$ cat config.mk
export PLATFORM = sky130hd
export DESIGN_NAME = lsu_align
export DESIGN_NICKNAME = d
export VERILOG_FILES = /design/src/rtl/lsu_align_pkg.sv /design/src/rtl/lsu_ea_check.sv /design/src/rtl/lsu_store_steer.sv /design/src/rtl/lsu_load_extract.sv /design/src/rtl/lsu_align.sv
export SDC_FILE = /design/constraint.sdc
export NUM_CORES = 1
export LEC_CHECK = 0
export BUFFER_PORTS_ARGS = -buffer_cell sky130_fd_sc_hd__buf_2
export CORE_MARGIN = 2
export CORE_UTILIZATION = 40
export DETAILED_ROUTE_END_ITERATION = 8
export HOLD_SLACK_MARGIN = 0.1
export PLACE_DENSITY = 0.8
export REMOVE_ABC_BUFFERS = 1
export SKIP_CTS_REPAIR_TIMING = 1
export SLEW_MARGIN = 20
export SYNTH_ARGS = -nofsm -noshare
export SYNTH_HDL_FRONTEND = slang
export SYNTH_HIERARCHICAL = 1
export SYNTH_SLANG_ARGS = --single-unit
export TNS_END_PERCENT = 1
$ cat constraint.sdc
create_clock -name clk -period 3.55 [get_ports clk]
set_input_delay 0.8875 -clock clk [delete_from_list [all_inputs] [get_ports clk]]
set_output_delay 0.8875 -clock clk [all_outputs]
set_load 0.02 [all_outputs]
$ cat src/rtl/lsu_align_pkg.sv
package lsu_align_pkg;
  typedef enum logic [1:0] {
    SZ_BYTE = 2'd0,
    SZ_HALF = 2'd1,
    SZ_WORD = 2'd2,
    SZ_WIDE = 2'd3
  } acc_size_e;

  localparam logic [3:0] CAUSE_NONE     = 4'd0;
  localparam logic [3:0] CAUSE_LD_MISAL = 4'd4;
  localparam logic [3:0] CAUSE_ST_MISAL = 4'd6;
endpackage

$ cat src/rtl/lsu_ea_check.sv
module lsu_ea_check
  import lsu_align_pkg::*;
#(
  parameter int ADDR_W = 32,
  parameter int OFF_W  = 12,
  parameter int LANE_W = 2
) (
  input  logic [ADDR_W-1:0] base,
  input  logic [OFF_W-1:0]  offset,
  input  acc_size_e         size,
  output logic [ADDR_W-1:0] ea,
  output logic              misal
);
  localparam int EXT_W = ADDR_W - OFF_W;

  always_comb begin
    ea = base + {{EXT_W{offset[OFF_W-1]}}, offset};
    unique case (size)
      SZ_BYTE: misal = 1'b0;
      SZ_HALF: misal = ea[0];
      default: misal = |ea[LANE_W-1:0];
    endcase
  end
endmodule

$ cat src/rtl/lsu_store_steer.sv
module lsu_store_steer
  import lsu_align_pkg::*;
#(
  parameter int DATA_W = 32,
  parameter int LANE_W = 2
) (
  input  acc_size_e         size,
  input  logic [LANE_W-1:0] lo,
  input  logic [DATA_W-1:0] wdata,
  output logic [DATA_W/8-1:0] be,
  output logic [DATA_W-1:0] wd
);
  localparam int LANES = DATA_W / 8;

  for (genvar i = 0; i < LANES; i++) begin : g_lane
    logic       lane_en;
    logic [7:0] lane_byte;
    always_comb begin
      unique case (size)
        SZ_BYTE: begin
          lane_en   = (lo == LANE_W'(i));
          lane_byte = wdata[7:0];
        end
        SZ_HALF: begin
          lane_en   = (lo[LANE_W-1:1] == (LANE_W-1)'(i / 2));
          lane_byte = wdata[8*(i%2) +: 8];
        end
        default: begin
          lane_en   = 1'b1;
          lane_byte = wdata[8*i +: 8];
        end
      endcase
    end
    assign be[i]         = lane_en;
    assign wd[8*i +: 8]  = lane_byte;
  end
endmodule

$ cat src/rtl/lsu_load_extract.sv
module lsu_load_extract
  import lsu_align_pkg::*;
#(
  parameter int DATA_W = 32,
  parameter int LANE_W = 2
) (
  input  acc_size_e         size,
  input  logic              uns,
  input  logic [LANE_W-1:0] lo,
  input  logic [DATA_W-1:0] rdata,
  output logic [DATA_W-1:0] data
);
  logic [7:0]  byte_v;
  logic [15:0] half_v;

  always_comb begin
    byte_v = rdata[{lo, 3'b000} +: 8];
    half_v = rdata[{lo[LANE_W-1:1], 4'b0000} +: 16];
    unique case (size)
      SZ_BYTE: data = uns ? {{(DATA_W-8){1'b0}}, byte_v}
                          : {{(DATA_W-8){byte_v[7]}}, byte_v};
      SZ_HALF: data = uns ? {{(DATA_W-16){1'b0}}, half_v}
                          : {{(DATA_W-16){half_v[15]}}, half_v};
      default: data = rdata;
    endcase
  end
endmodule

$ cat src/rtl/lsu_align.sv
module lsu_align
  import lsu_align_pkg::*;
#(
  parameter int ADDR_W = 32,
  parameter int OFF_W  = 12,
  parameter int DATA_W = 32
) (
  input  logic                        clk,
  input  logic                        rst,
  input  logic                        req_valid,
  input  logic                        req_write,
  input  logic [1:0]                  req_size,
  input  logic                        req_unsigned,
  input  logic [ADDR_W-1:0]           req_base,
  input  logic [OFF_W-1:0]            req_offset,
  input  logic [DATA_W-1:0]           req_wdata,
  output logic                        mem_req,
  output logic                        mem_we,
  output logic [ADDR_W-$clog2(DATA_W/8)-1:0] mem_addr,
  output logic [DATA_W/8-1:0]         mem_be,
  output logic [DATA_W-1:0]           mem_wdata,
  input  logic [DATA_W-1:0]           mem_rdata,
  output logic                        rd_valid,
  output logic [DATA_W-1:0]           rd_data,
  output logic                        misalign_ld,
  output logic                        misalign_st,
  output logic [3:0]                  fault_cause
);
  localparam int LANES  = DATA_W / 8;
  localparam int LANE_W = $clog2(LANES);

  acc_size_e           sz;
  logic [ADDR_W-1:0]   ea;
  logic                misal;
  logic [LANES-1:0]    st_be;
  logic [DATA_W-1:0]   st_wd;
  logic                load_go;

  acc_size_e           ctx_size;
  logic                ctx_uns;
  logic [LANE_W-1:0]   ctx_lo;

  assign sz = acc_size_e'(req_size);

  lsu_ea_check #(.ADDR_W(ADDR_W), .OFF_W(OFF_W), .LANE_W(LANE_W)) u_ea (
    .base(req_base), .offset(req_offset), .size(sz), .ea(ea), .misal(misal)
  );

  lsu_store_steer #(.DATA_W(DATA_W), .LANE_W(LANE_W)) u_steer (
    .size(sz), .lo(ea[LANE_W-1:0]), .wdata(req_wdata), .be(st_be), .wd(st_wd)
  );

  always_comb begin
    mem_req     = req_valid & ~misal;
    mem_we      = mem_req & req_write;
    mem_be      = mem_we ? st_be : '0;
    mem_addr    = ea[ADDR_W-1:LANE_W];
    mem_wdata   = st_wd;
    misalign_ld = req_valid & misal & ~req_write;
    misalign_st = req_valid & misal & req_write;
    if (misalign_ld)      fault_cause = CAUSE_LD_MISAL;
    else if (misalign_st) fault_cause = CAUSE_ST_MISAL;
    else                  fault_cause = CAUSE_NONE;
    load_go     = req_valid & ~req_write & ~misal;
  end

  always_ff @(posedge clk) begin
    if (rst) begin
      rd_valid <= 1'b0;
      ctx_size <= SZ_BYTE;
      ctx_uns  <= 1'b0;
      ctx_lo   <= '0;
    end else begin
      rd_valid <= load_go;
      if (load_go) begin
        ctx_size <= sz;
        ctx_uns  <= req_unsigned;
        ctx_lo   <= ea[LANE_W-1:0];
      end
    end
  end

  lsu_load_extract #(.DATA_W(DATA_W), .LANE_W(LANE_W)) u_ext (
    .size(ctx_size), .uns(ctx_uns), .lo(ctx_lo), .rdata(mem_rdata), .data(rd_data)
  );


  be_byte_chk: assert property (@(posedge clk) disable iff (rst)
    (mem_we && sz == SZ_BYTE) |-> $countones(mem_be) == 1);


  ld_misal_quiet_chk: assert property (@(posedge clk) disable iff (rst)
    misalign_ld |-> (!mem_req && fault_cause == CAUSE_LD_MISAL));


  ld_misal_no_ret_chk: assert property (@(posedge clk) disable iff (rst)
    (misalign_ld && !mem_req) |=> !rd_valid);


  st_misal_quiet_chk: assert property (@(posedge clk) disable iff (rst)
    misalign_st |-> (!mem_req && mem_be == '0 && fault_cause == CAUSE_ST_MISAL));


  rd_return_chk: assert property (@(posedge clk) disable iff (rst)
    (mem_req && !mem_we) |=> rd_valid);


  st_no_return_chk: assert property (@(posedge clk) disable iff (rst)
    (mem_we || !req_valid) |=> !rd_valid);


  zext_byte_chk: assert property (@(posedge clk) disable iff (rst)
    (rd_valid && ctx_uns && ctx_size == SZ_BYTE) |-> rd_data[DATA_W-1:8] == '0);


  rst_idle_chk: assert property (@(posedge clk) rst |=> !rd_valid);
endmodule

==> results of run 1 <==
[cell families after synthesis]
logic type                 Yosys count  synth area share
xor gates and xnor gates            28            0.0725
other                                1           0.00111
muxes                               42             0.134
and+or+nand+nor                    140             0.214
adders and majority gates           32             0.121
AOI/OAI and AO/OA                  161             0.330
DFF                                  6            0.0355
buffers and inverters               52            0.0918
[per-layer routing]
| layer | vias up | GRT usage | wire (um) |
|---|---|---|---|
| met1 | 2162 | 0.285 | 5220 |
| met3 | 37 | 0.0258 | 946 |
| met4 | 0 | 0.0607 | 346 |
| met2 | 229 | 0.498 | 7250 |
| li1 | 2218 | - | - |
| met5 | - | 0 | 0 |
[sequential cells by signal, indices dropped and copies added, names as in the netlist]
name,flops
ctx_size,2
ctx_uns,1
ctx_lo,2
rd_valid,1
[Yosys cell counts, drive strengths merged, types with 14 or more instances]
cell type | number | area, um^2
a21oi | 62 | 348
nor2b | 14 | 87.6
xor2 | 15 | 131
buf | 31 | 231
a21o | 21 | 158
o21ai | 30 | 184
mux2i | 16 | 160
nand2 | 51 | 191
ha | 31 | 388
mux2 | 26 | 293
nor2 | 17 | 71.3
[final timing paths]
kind	end	depth (start not counted)	slack (ps)
worst max register to register	ctx_lo[1]	3	2500
worst min register to register	ctx_uns	2	520
worst max-delay path	mem_addr[29]	11	-320
worst min-delay path	ctx_uns	2	520
[power groups by stage]
stage | logic (uW) | registers, uW | clock network, uW
floorplan | 654 | 81.4 | 0
global placement | 1100 | 79.4 | 0
detailed placement | 1120 | 79.7 | 0
CTS | 1130 | 78.8 | 104
global route | 1380 | 79.9 | 109
finish | 1290 | 79.1 | 101
[area by class of cell]
cell class                      count  area share
Tap cell                          105      0.0235
Clock buffer                        3     0.00738
Multi-Input combinational cell    405       0.606
Sequential cell                     6      0.0215
Timing Repair Buffer              310       0.336
Inverter                            8     0.00537
[critical path, stage by stage]
cell and delay [ps]:
buf_6 150, buf_4 140, ha_1 210, a21oi_1 150
o21bai_1 100, a21oi_1 200, nor2_1 90, a2111oi_2 390
o21ai_1 160, or3_4 390, buf_6 140
[metrics by stage]
stage,instances,hold slack [ps],cell area [um^2],power (uW),utilization
floorplan,419,469,3100,735,-
detailed placement,828,519,4970,1200,0.605
finish,837,523,5600,1470,0.681
CTS,831,523,5010,1310,0.610
global placement,828,496,4970,1180,0.605
global route,837,558,5600,1570,0.681
==> key figures, run 1 <==
Placed design
  – GPL Wtd Cong: around 0.97
  – Pre-CTS setup slack: -539 ps
  – DP HPWL: around 11000 um
  – PortBufs: about 220

Min path
  – Hold wc startpoint: ctx_uns
  – Hold Path Class: flop to flop

Logic synthesis
  – Post-Syn Area: around 3400 um^2
  – Number of flops mapped to enable cells by yosys: 0
  – Seq cells post-synth: 6
  – Synth async-reset ratio: 0
  – Synth Area per Inst: roughly 7.3 um^2
  – Synth Instances: roughly 460
  – Synth cell types: 63
  – Warnings, synthesis: 6
  – Ys flop type: dfxtp_1
  – Sequential cell area fraction in the yosys report: 0.0355

Routing
  – Via count: about 4600
  – Final wirelength: 13800 um
  – Initial DRC Count: roughly 200
  – Pre-antenna DRT Iters: 5
  – Routed WL per cell: 16.4 um
  – Detail Route Antenna Nets: 0
  – Via density: about 5.6
  – DRC: 0

Timing
  – Clock Skew: 0 ps
  – Rel. slew slack: 0.608
  – RSZ-0062 raised after global routing: true
  – Final min period: between 3000 and 4000 ps
  – Setup_tns: -3240 ps
  – Slew Limit Fails: 0
  – FMAX: about 260 MHz
  – Tcrit/Tclk final: 1.09
  – Final Hold Fails: 0
  – Tightest Pin Transition: 587 ps
  – Final WS setup: -325 ps
  – Setup violations, final: 19

Power and ir drop
  – NetSw: 753 uW
  – Switch share: 0.512
  – Static Leak: 0.00272 uW
  – Clock network power share: 0.069
  – Combinational fraction of design power: 0.877
  – Power density cells: 263 nW/um^2
  – Seq pwr share: 0.054
  – Max VDD drop: approximately 150 uV
  – Int Power: a little over 700 uW

Cells and area
  – Area Overhead vs Synth: 65.5%
  – Footprint of the multi-input gates: between 3000 and 4000 um^2
  – Nets: 881
  – Antenna Cells: 0
  – Register Area: 120 um^2
  – Commonest non-fill, non-tap cell in the layout: buf_2
  – Most frequent cells in the layout: buf_2, buf_4, nand2_1, a21oi_1, mux2_2
  – # fillers: between 600 and 700
  – Share of layout cells above drive strength 1: 0.587

GRT
  – Pin count of the biggest net entering global routing: 31
  – Vias in the first global route: 4244
  – Wire length of the first global-routing pass: roughly 19000 um
  – Initial antenna violation count: 0
  – GRT overflow: 0
  – Total Routing Usage GR: 0.252

CTS
  – Clk root buf: clkbuf_8
  – Clock latency on the worst-skew pair: about 220 ps
  – Clock slew seen by the registers of the worst setup and hold paths: 30 ps
  – H-tree levels: 1
  – CTS Buf Count: 3
  – TritonCTS clock tree: done
  – CTS sink cnt: 6
  – Clk buf depth: 2

Setup path
  – CP Data Arrival Time: around 3000 ps
  – CP Class: input pin to primary output
  – Crit path launch: req_offset[11]
  – Critical Path End Type: primary output
  – CP Data Required Time: 2660 ps
  – CP Max Fanout: 15
  – Crit start category: input pin
  – Critical R2R Launch: ctx_lo[1]

Floorplan
  – Die width: 95.9 um
  – Initial Util: 0.411
  – Row count: 33
  – Die area: 9200 um^2
  – Die height: around 96 um
  – Core area: 8220 um^2
  – Top-level I/O count: 222

Run status
  – Failing checks: negative setup slack
  – Outcome: finished, violations left

Job
  – Maxcap violations: 0
(Power assumes the default switching activity.)
==> run 2: changes to the inputs <==
Settings changed: ABC_AREA set to 1, CORE_UTILIZATION 40 to 43.
==> run 2 against run 1 <==
The run now ends clean; critical endpoint is now mem_addr[26]; non-clock buffer count shrank 81; wire length shrank 5.9%; setup slack gained 480 ps.
==> key figures, run 2 <==
Run status
  – Outcome: finished, final reports clean

Setup path
  – Reg2Reg Depth: 5 (+2)
  – Critical R2R Launch: ctx_size[1]
  – Crit start category: input pin
  – Most frequent CP cell: nand2_1
  – Critical Path End Type: primary output
  – Cell breakdown of the critical path: buf_2 > ha_1 > fa_2 > nand3_1 > nand3_2 > nand2_1 > nand2_2 > nand2_1 > nand2_2 > nand2_1 > nand3_1 > nand2_1 > buf_2
  – Slowest cell on crit path: fa_2
  – CP max stage delay: 360 ps (-30 ps)
  – CP Max Fanout: 4 (-11)
  – CP Data Required Time: 2660 ps (about the same)
  – R2r setup slk: 2330 ps (-170 ps)
  – CP Data Arrival Time: 2510 ps (-480 ps)
  – CP Class: input pin to primary output
  – FF-to-FF End: ctx_size[1]

Logic synthesis
  – Synth area leader: nand2_1
  – Seq cells post-synth: 6 (unchanged)
  – Warnings, synthesis: 6 (unchanged)
  – Most common cell in the netlist: nand2_1
  – XOR/XNOR share of the synthesized area: 0.0334 (-0.0391)
  – Main combinational cell family by area after synthesis: simple AND/OR/NAND/NOR gates
  – Ys flop type: dfxtp_1
  – Top cells by area, synth: nand2_1, inv_1, nand3_2
  – Sequential cell area fraction in the yosys report: 0.0286 (-0.00688)
  – Post-Syn Area: 4190 um^2 (+24%)
  – Synth async-reset ratio: 0 (unchanged)
  – Synth Area in Compound Gates: 0.0486 (-0.281)
  – Simple-Gate Fraction of Synth Area: 0.606 (+0.392)
  – Synth Instances: 815 (+76%)
  – Post-Synth Adder-Cell Area: 0.0973 (-0.0234)
  – Multiplexer area fraction after synthesis: 0 (-0.134)
  – Number of flops mapped to enable cells by yosys: 0 (unchanged)
  – Area share of the largest cell type after synthesis: 0.342 (+0.227)
  – Synth Area per Inst: 5.14 um^2 (-30%)
  – Synth cell count leaders: nand2_1, inv_1, nor2_1
  – Synth cell types: 34 (-46%)

Timing
  – Rel. slew slack: 0.580 (-0.0279)
  – Slew Limit Fails: 0 (unchanged)
  – Final Hold Fails: 0 (unchanged)
  – Tcrit/Tclk final: 0.957 (-0.135)
  – Setup violations, final: 0 (-19)
  – RSZ-0062 raised after global routing: false
  – Final WS setup: 154 ps (+478 ps)
  – Tightest Pin Transition: 630 ps (+43.1 ps)
  – Setup_tns: 0 ps (+3240 ps)
  – Final min period: 3400 ps (-478 ps)
  – FMAX: 294 MHz (+14%)
  – Clock Skew: 0 ps (unchanged)

Min path
  – Hold Path Class: flop to flop
  – Worst Hold Endpoint: ctx_size[0]
  – Hold wc startpoint: ctx_size[0]
  – Hold path cells: 4 (+2)

CTS
  – CTS sink cnt: 6 (unchanged)
  – Clock slew seen by the registers of the worst setup and hold paths: 40 ps (about the same)
  – CTS Buf Count: 3 (unchanged)
  – Clk buf depth: 2 (unchanged)
  – H-tree levels: 1 (unchanged)
  – TritonCTS clock tree: done
  – Clock latency on the worst-skew pair: 220 ps (about the same)
  – Clk root buf: clkbuf_8

Floorplan
  – Core area: 9640 um^2 (+17%)
  – Row count: 36 (+9.1%)
  – Die area: 10600 um^2 (+15%)
  – Top-level I/O count: 222 (unchanged)
  – Die width: 103 um (+7.1%)
  – Initial Util: 0.435 (+0.0235)
  – Die height: 103 um (+7.1%)

Routing
  – Detail Route Antenna Nets: 0 (unchanged)
  – Via density: 4.71 (-15%)
  – DRC: 0 (unchanged)
  – Via count: 5410 (+16%)
  – Final wirelength: 12900 um (-5.9%)
  – Routed WL per cell: 11.3 um (-31%)
  – Pre-antenna DRT Iters: 5 (unchanged)
  – Initial DRC Count: 251 (+24%)

GRT
  – GRT overflow: 0 (unchanged)
  – Total Routing Usage GR: 0.230 (-0.0223)
  – Initial antenna violation count: 0 (unchanged)
  – Wire length of the first global-routing pass: 19900 um (+4.9%)
  – Pin count of the biggest net entering global routing: 34 (+9.7%)
  – Vias in the first global route: 4660 (+9.8%)

Power and ir drop
  – Max VDD drop: 108 uV (-28%)
  – Power Total: 1300 uW (-12%)
  – Static Leak: 0.00362 uW (+33%)
  – Power density cells: 243 nW/um^2 (-7.4%)

Job
  – Maxcap violations: 0 (unchanged)

Cells and area
  – Nets: 1164 (+32%)
  – Largest regs: ctx_lo x2, ctx_size x2
  – Commonest non-fill, non-tap cell in the layout: nand2_1
  – Antenna Cells: 0 (unchanged)
  – Area Overhead vs Synth: 27.2%
  – Share of layout cells above drive strength 1: 0.323 (-0.264)
  – Most frequent cells in the layout: nand2_1, buf_2, inv_1, nor2_1, nand3_2
  – Filler-free cell count of the finished design: 1148 (+37%)
  – Final Cell Area: 5330 um^2 (-4.7%)

Placed design
  – Pre-CTS setup slack: 74.6 ps (+613 ps)
  – GPL Wtd Cong: 0.965 (-0.66%)
  – DP Cell Count: 1145 (+38%)
  – PortBufs: 219 (unchanged)
  – DP HPWL: 11100 um (+5.4%)
  – Cell Area, Placed: 5270 um^2 (+6.1%)
## run 2: cell count changes after synthesis, moves of 17 or more
cell     delta
nand3_2    +42
nand2_1   +331
a21oi_1    -32
nand3_1    +25
nor2_1     +36
nand2_2    +21
o21ai_0    -17
a21o_1     -20
inv_1     +117
mux2_2     -26
## run 2: logic make-up (layout without fill, tap and decap cells)
logic type                 after synthesis  after routing
adders and majority gates               32             32
AOI/OAI and AO/OA                       38             38
and+or+nand+nor                        554            554
DFF                                      6              6
other                                    1              2
buffers and inverters                  168            367
xor gates and xnor gates                16             16
## run 2: layer usage
metal	vias to the layer above	part of all wire	GRT usage
met5	-	0	0
met4	0	0.022	0.0607
met3	26	0.067	0.0298
met2	192	0.45	0.408
met1	2340	0.46	0.293
li1	2852	-	-
## run 2: metrics by stage
step / utilization / hold WS [ps]
3_5_place_dp: 0.547 / 525
6_report: 0.553 / 534
5_1_grt: 0.553 / 569
2_1_floorplan: - / 501
3_3_place_gp: 0.547 / 514
4_1_cts: 0.551 / 533
## run 2: layout make-up
type | count | area, um^2
fillers | 1057 | 4310
multi-input cells | 642 | 3320
repair buffers | 229 | 1180
inverters | 135 | 512
well taps | 133 | 166
flip-flops and latches | 6 | 120
clock buffers | 3 | 41.3
## run 2: power by group
part | total (uW) | switching, uW | internal (uW)
clock network | 103 | 30.5 | 72.9
logic | 1120 | 735 | 383
registers | 76.0 | 3.92 | 72.1
## run 2: worst max path at each step
stage / depth (start not counted) / start / slack, ps / end
3_3_place_gp: 10 / req_offset[11] / 60 / mem_addr[12]
2_1_floorplan: 7 / req_offset[0] / 70 / mem_be[0]
3_5_place_dp: 12 / req_offset[11] / 70 / mem_addr[20]
6_report: 13 / req_offset[0] / 150 / mem_addr[26]
4_1_cts: 12 / req_offset[11] / 70 / mem_addr[20]
5_1_grt: 14 / req_offset[0] / 30 / mem_addr[18]
## run 2: critical path: cells and delay by family
family | cells | cell delay [ps]
buffers and inverters | 2 | 260
adders and majority gates | 2 | 600
and+or+nand+nor | 9 | 760
==> run 3: changes to the inputs <==
Settings changed: CORE_UTILIZATION 43 to 42, HOLD_SLACK_MARGIN 0.1 to unset, PLACE_DENSITY 0.8 to 0.79, SLEW_MARGIN 20 to 5, SYNTH_HIERARCHICAL 1 to unset.
==> run 3 against run 2 <==
Hold slack improved by 52 ps; clock power about the same; clock skew unchanged; global-route usage increased by 1.8 points; clock-buffer cell count unchanged; sequential share of layout area increased by 0.13 points; setup slack got worse by 8.0 ps.
==> key figures, run 3 <==
Timing
  – RSZ-0062 raised after global routing: false
  – Clock Skew: 0 ps (unchanged)
  – Final WS setup: 146 ps (-8.03 ps)
  – Final Hold Fails: 0 (unchanged)
  – Final min period: 3400 ps (+8.03 ps)
  – FMAX: 294 MHz (-0.24%)
  – Slew Limit Fails: 0 (unchanged)
  – Setup_tns: 0 ps (unchanged)
  – Tightest Pin Transition: 610 ps (-20.5 ps)
  – Tcrit/Tclk final: 0.959 (+0.00226)
  – Setup violations, final: 0 (unchanged)
  – Rel. slew slack: 0.593 (+0.0131)
  – Hold WS: 586 ps (+51.6 ps)

GRT
  – Most Used Layer, Global Route: met2
  – GRT overflow: 0 (unchanged)
  – Total Routing Usage GR: 0.248 (+0.0182)
  – Met1 usage: 0.307 (+0.0137)
  – Vias in the first global route: 4682 (+0.47%)
  – Met2 Use GR: 0.458 (+0.0502)
  – Initial antenna violation count: 0 (unchanged)
  – Wire length of the first global-routing pass: 20900 um (+4.6%)
  – Met3 Use GR: 0.0248 (-0.00499)
  – Pin count of the biggest net entering global routing: 28 (-18%)

Logic synthesis
  – Synth Area per Inst: 5.13 um^2 (-0.31%)
  – Synth cell count leaders: nand2_1, inv_1, nor2_1
  – Ys flop type: dfxtp_1
  – Top cells by area, synth: nand2_1, inv_1, ha_1
  – Sequential cell area fraction in the yosys report: 0.0301 (+0.00146)
  – Synth async-reset ratio: 0 (unchanged)
  – Number of flops mapped to enable cells by yosys: 0 (unchanged)
  – Post-Syn Area: 3990 um^2 (-4.8%)
  – Most common cell in the netlist: nand2_1
  – Synth cell types: 34 (unchanged)
  – Area share of the largest cell type after synthesis: 0.309 (-0.0334)
  – Synth Instances: 778 (-4.5%)
  – Warnings, synthesis: 0 (-6)
  – Seq cells post-synth: 6 (unchanged)
  – Synth area leader: nand2_1

Min path
  – Hold path cells: 2 (-2)
  – Hold Path Class: flop to flop
  – Hold wc startpoint: ctx_uns
  – Worst Hold Endpoint: ctx_uns

Cells and area
  – Commonest non-fill, non-tap cell in the layout: nand2_1
  – Share of layout cells above drive strength 1: 0.276 (-0.0467)
  – Antenna Cells: 0 (unchanged)
  – Area Overhead vs Synth: 26.5%
  – Most frequent cells in the layout: nand2_1, buf_2, inv_1, nor2_1, nand3_1
  – # fillers: 995 (-5.9%)
  – Footprint of the multi-input gates: 3040 um^2 (-8.3%)
  – Largest regs: ctx_lo x2, ctx_size x2
  – Nets: 1104 (-5.2%)
  – Filler-free cell count of the finished design: 1084 (-5.6%)
  – Register Area: 120 um^2 (unchanged)

Routing
  – Final wirelength: 13000 um (+0.79%)
  – Via density: 4.76 (+0.95%)
  – Pre-antenna DRT Iters: 5 (unchanged)
  – Detail Route Antenna Nets: 0 (unchanged)
  – Routed WL per cell: 12.0 um (+6.7%)
  – Via count: 5157 (-4.7%)
  – DRC: 0 (unchanged)
  – Initial DRC Count: 205 (-18%)

Setup path
  – R2r setup slk: 2180 ps (-150 ps)
  – Crit start category: input pin
  – Critical Path End Type: primary output
  – FF-to-FF End: ctx_size[1]
  – Cell breakdown of the critical path: buf_2 > ha_1 > inv_1 > fa_1 > o21ai_2 > a21oi_4 > inv_2 > nor2_2 > inv_2 > nor2_1 > buf_2
  – Critical R2R Launch: ctx_size[1]
  – CP Data Required Time: 2660 ps (about the same)
  – Worst Path Buf+Inv: 5 (+3)
  – CP Max Fanout: 4 (unchanged)
  – Reg2Reg Depth: 3 (-2)
  – Crit-path leading delay family: adder cells
  – CP max stage delay: 530 ps (+170 ps)
  – CP Data Arrival Time: 2520 ps (about the same)
  – CP Class: input pin to primary output
  – Slowest cell on crit path: fa_1

Power and ir drop
  – Switch share: 0.584 (-0.00913)
  – Max VDD drop: 108 uV (about the same)
  – Seq pwr share: 0.063 (+0.004)
  – Clock network power share: 0.083 (+0.003)
  – Static Leak: 0.00337 uW (-6.8%)
  – NetSw: 742 uW (-3.6%)
  – Combinational fraction of design power: 0.854 (-0.008)
  – Power density cells: 252 nW/um^2 (+3.5%)
  – Int Power: 529 uW (+0.15%)

Placed design
  – GPL Wtd Cong: 0.929 (-3.8%)
  – DP HPWL: 11300 um (+1.6%)
  – PortBufs: 219 (unchanged)
  – Pre-CTS setup slack: 4.57 ps (-70.1 ps)
  – DP Cell Count: 1081 (-5.6%)

CTS
  – Clk root buf: clkbuf_8
  – CTS Buf Count: 3 (unchanged)
  – Clock slew seen by the registers of the worst setup and hold paths: 40 ps (about the same)
  – TritonCTS clock tree: done
  – Clk buf depth: 2 (unchanged)
  – Clock latency on the worst-skew pair: 230 ps (about the same)
  – CTS sink cnt: 6 (unchanged)
  – H-tree levels: 1 (unchanged)

Floorplan
  – Die area: 10300 um^2 (-2.5%)
  – Die height: 101 um (-1.2%)
  – Top-level I/O count: 222 (unchanged)
  – Die width: 101 um (-1.2%)
  – Initial Util: 0.432 (-0.00315)
  – Row count: 35 (-2.8%)
  – Core area: 9240 um^2 (-4.1%)

Run status
  – Outcome: finished, final reports clean

Job
  – Maxcap violations: 0 (unchanged)
[run 3: cell count changes after synthesis, sizes merged, moves of 15 or more]
cell / delta
a21o: +16
buf: +17
nand3: -32
o211ai: +15
nand2: -69
[run 3: cell type report]
cell class | instances | share of cell area
tap | 129 | 0.0320
inverter | 141 | 0.106
sequential | 6 | 0.0238
timing repair buffer | 225 | 0.228
clock buffer | 3 | 0.00818
multi-input combinational | 580 | 0.602
[run 3: logic make-up after synthesis]
group           after synthesis  share of synthesized area
simple gates                446                      0.459
buf+inv                     193                      0.227
compound gates               78                      0.130
fa+ha+maj                    32                      0.102
xor+xnor                     15                     0.0329
mux                           7                     0.0176
flops                         6                     0.0301
other cells                   1                   0.000940
[run 3: how the worst max path moves through the flow]
stage	from	endpoint	depth (start not counted)
3_5_place_dp	req_offset[11]	mem_addr[22]	11
5_1_grt	req_offset[6]	mem_addr[17]	13
2_1_floorplan	req_base[0]	fault_cause[1]	8
6_report	req_base[0]	mem_be[1]	11
4_1_cts	req_offset[11]	mem_addr[22]	11
3_3_place_gp	req_offset[11]	mem_addr[22]	11
[run 3: metal layers]
metal / up-vias / wire length (um)
met3: 16 / 901
met1: 2232 / 5720
met4: 0 / 212
met2: 184 / 6210
met5: - / 0
li1: 2725 / -
[run 3: metrics by stage]
stage                     utilization  cell area (um^2)  total power [uW]
after floorplan                     -              3620               774
after detailed placement        0.533              4920              1150
after global routing            0.546              5050              1390
final                           0.546              5050              1270
after CTS                       0.537              4970              1260
after global placement          0.533              4920              1140
[run 3: power by group through the flow]
stage	sequential [uW]	clock, uW	combinational (uW)
2_1_floorplan	85.8	0	688
3_5_place_dp	81.7	0	1070
4_1_cts	80.6	110	1070
6_report	80.6	105	1090
3_3_place_gp	81.7	0	1060
5_1_grt	81.3	114	1200
[run 3: worst reg2reg max path: cells and delay by family, from the launching register on]
family / cells / cell delay, ps
buffers and inverters: 1 / 380
AOI/OAI and AO/OA: 1 / 130
DFF: 1 / 700
and+or+nand+nor: 1 / 90
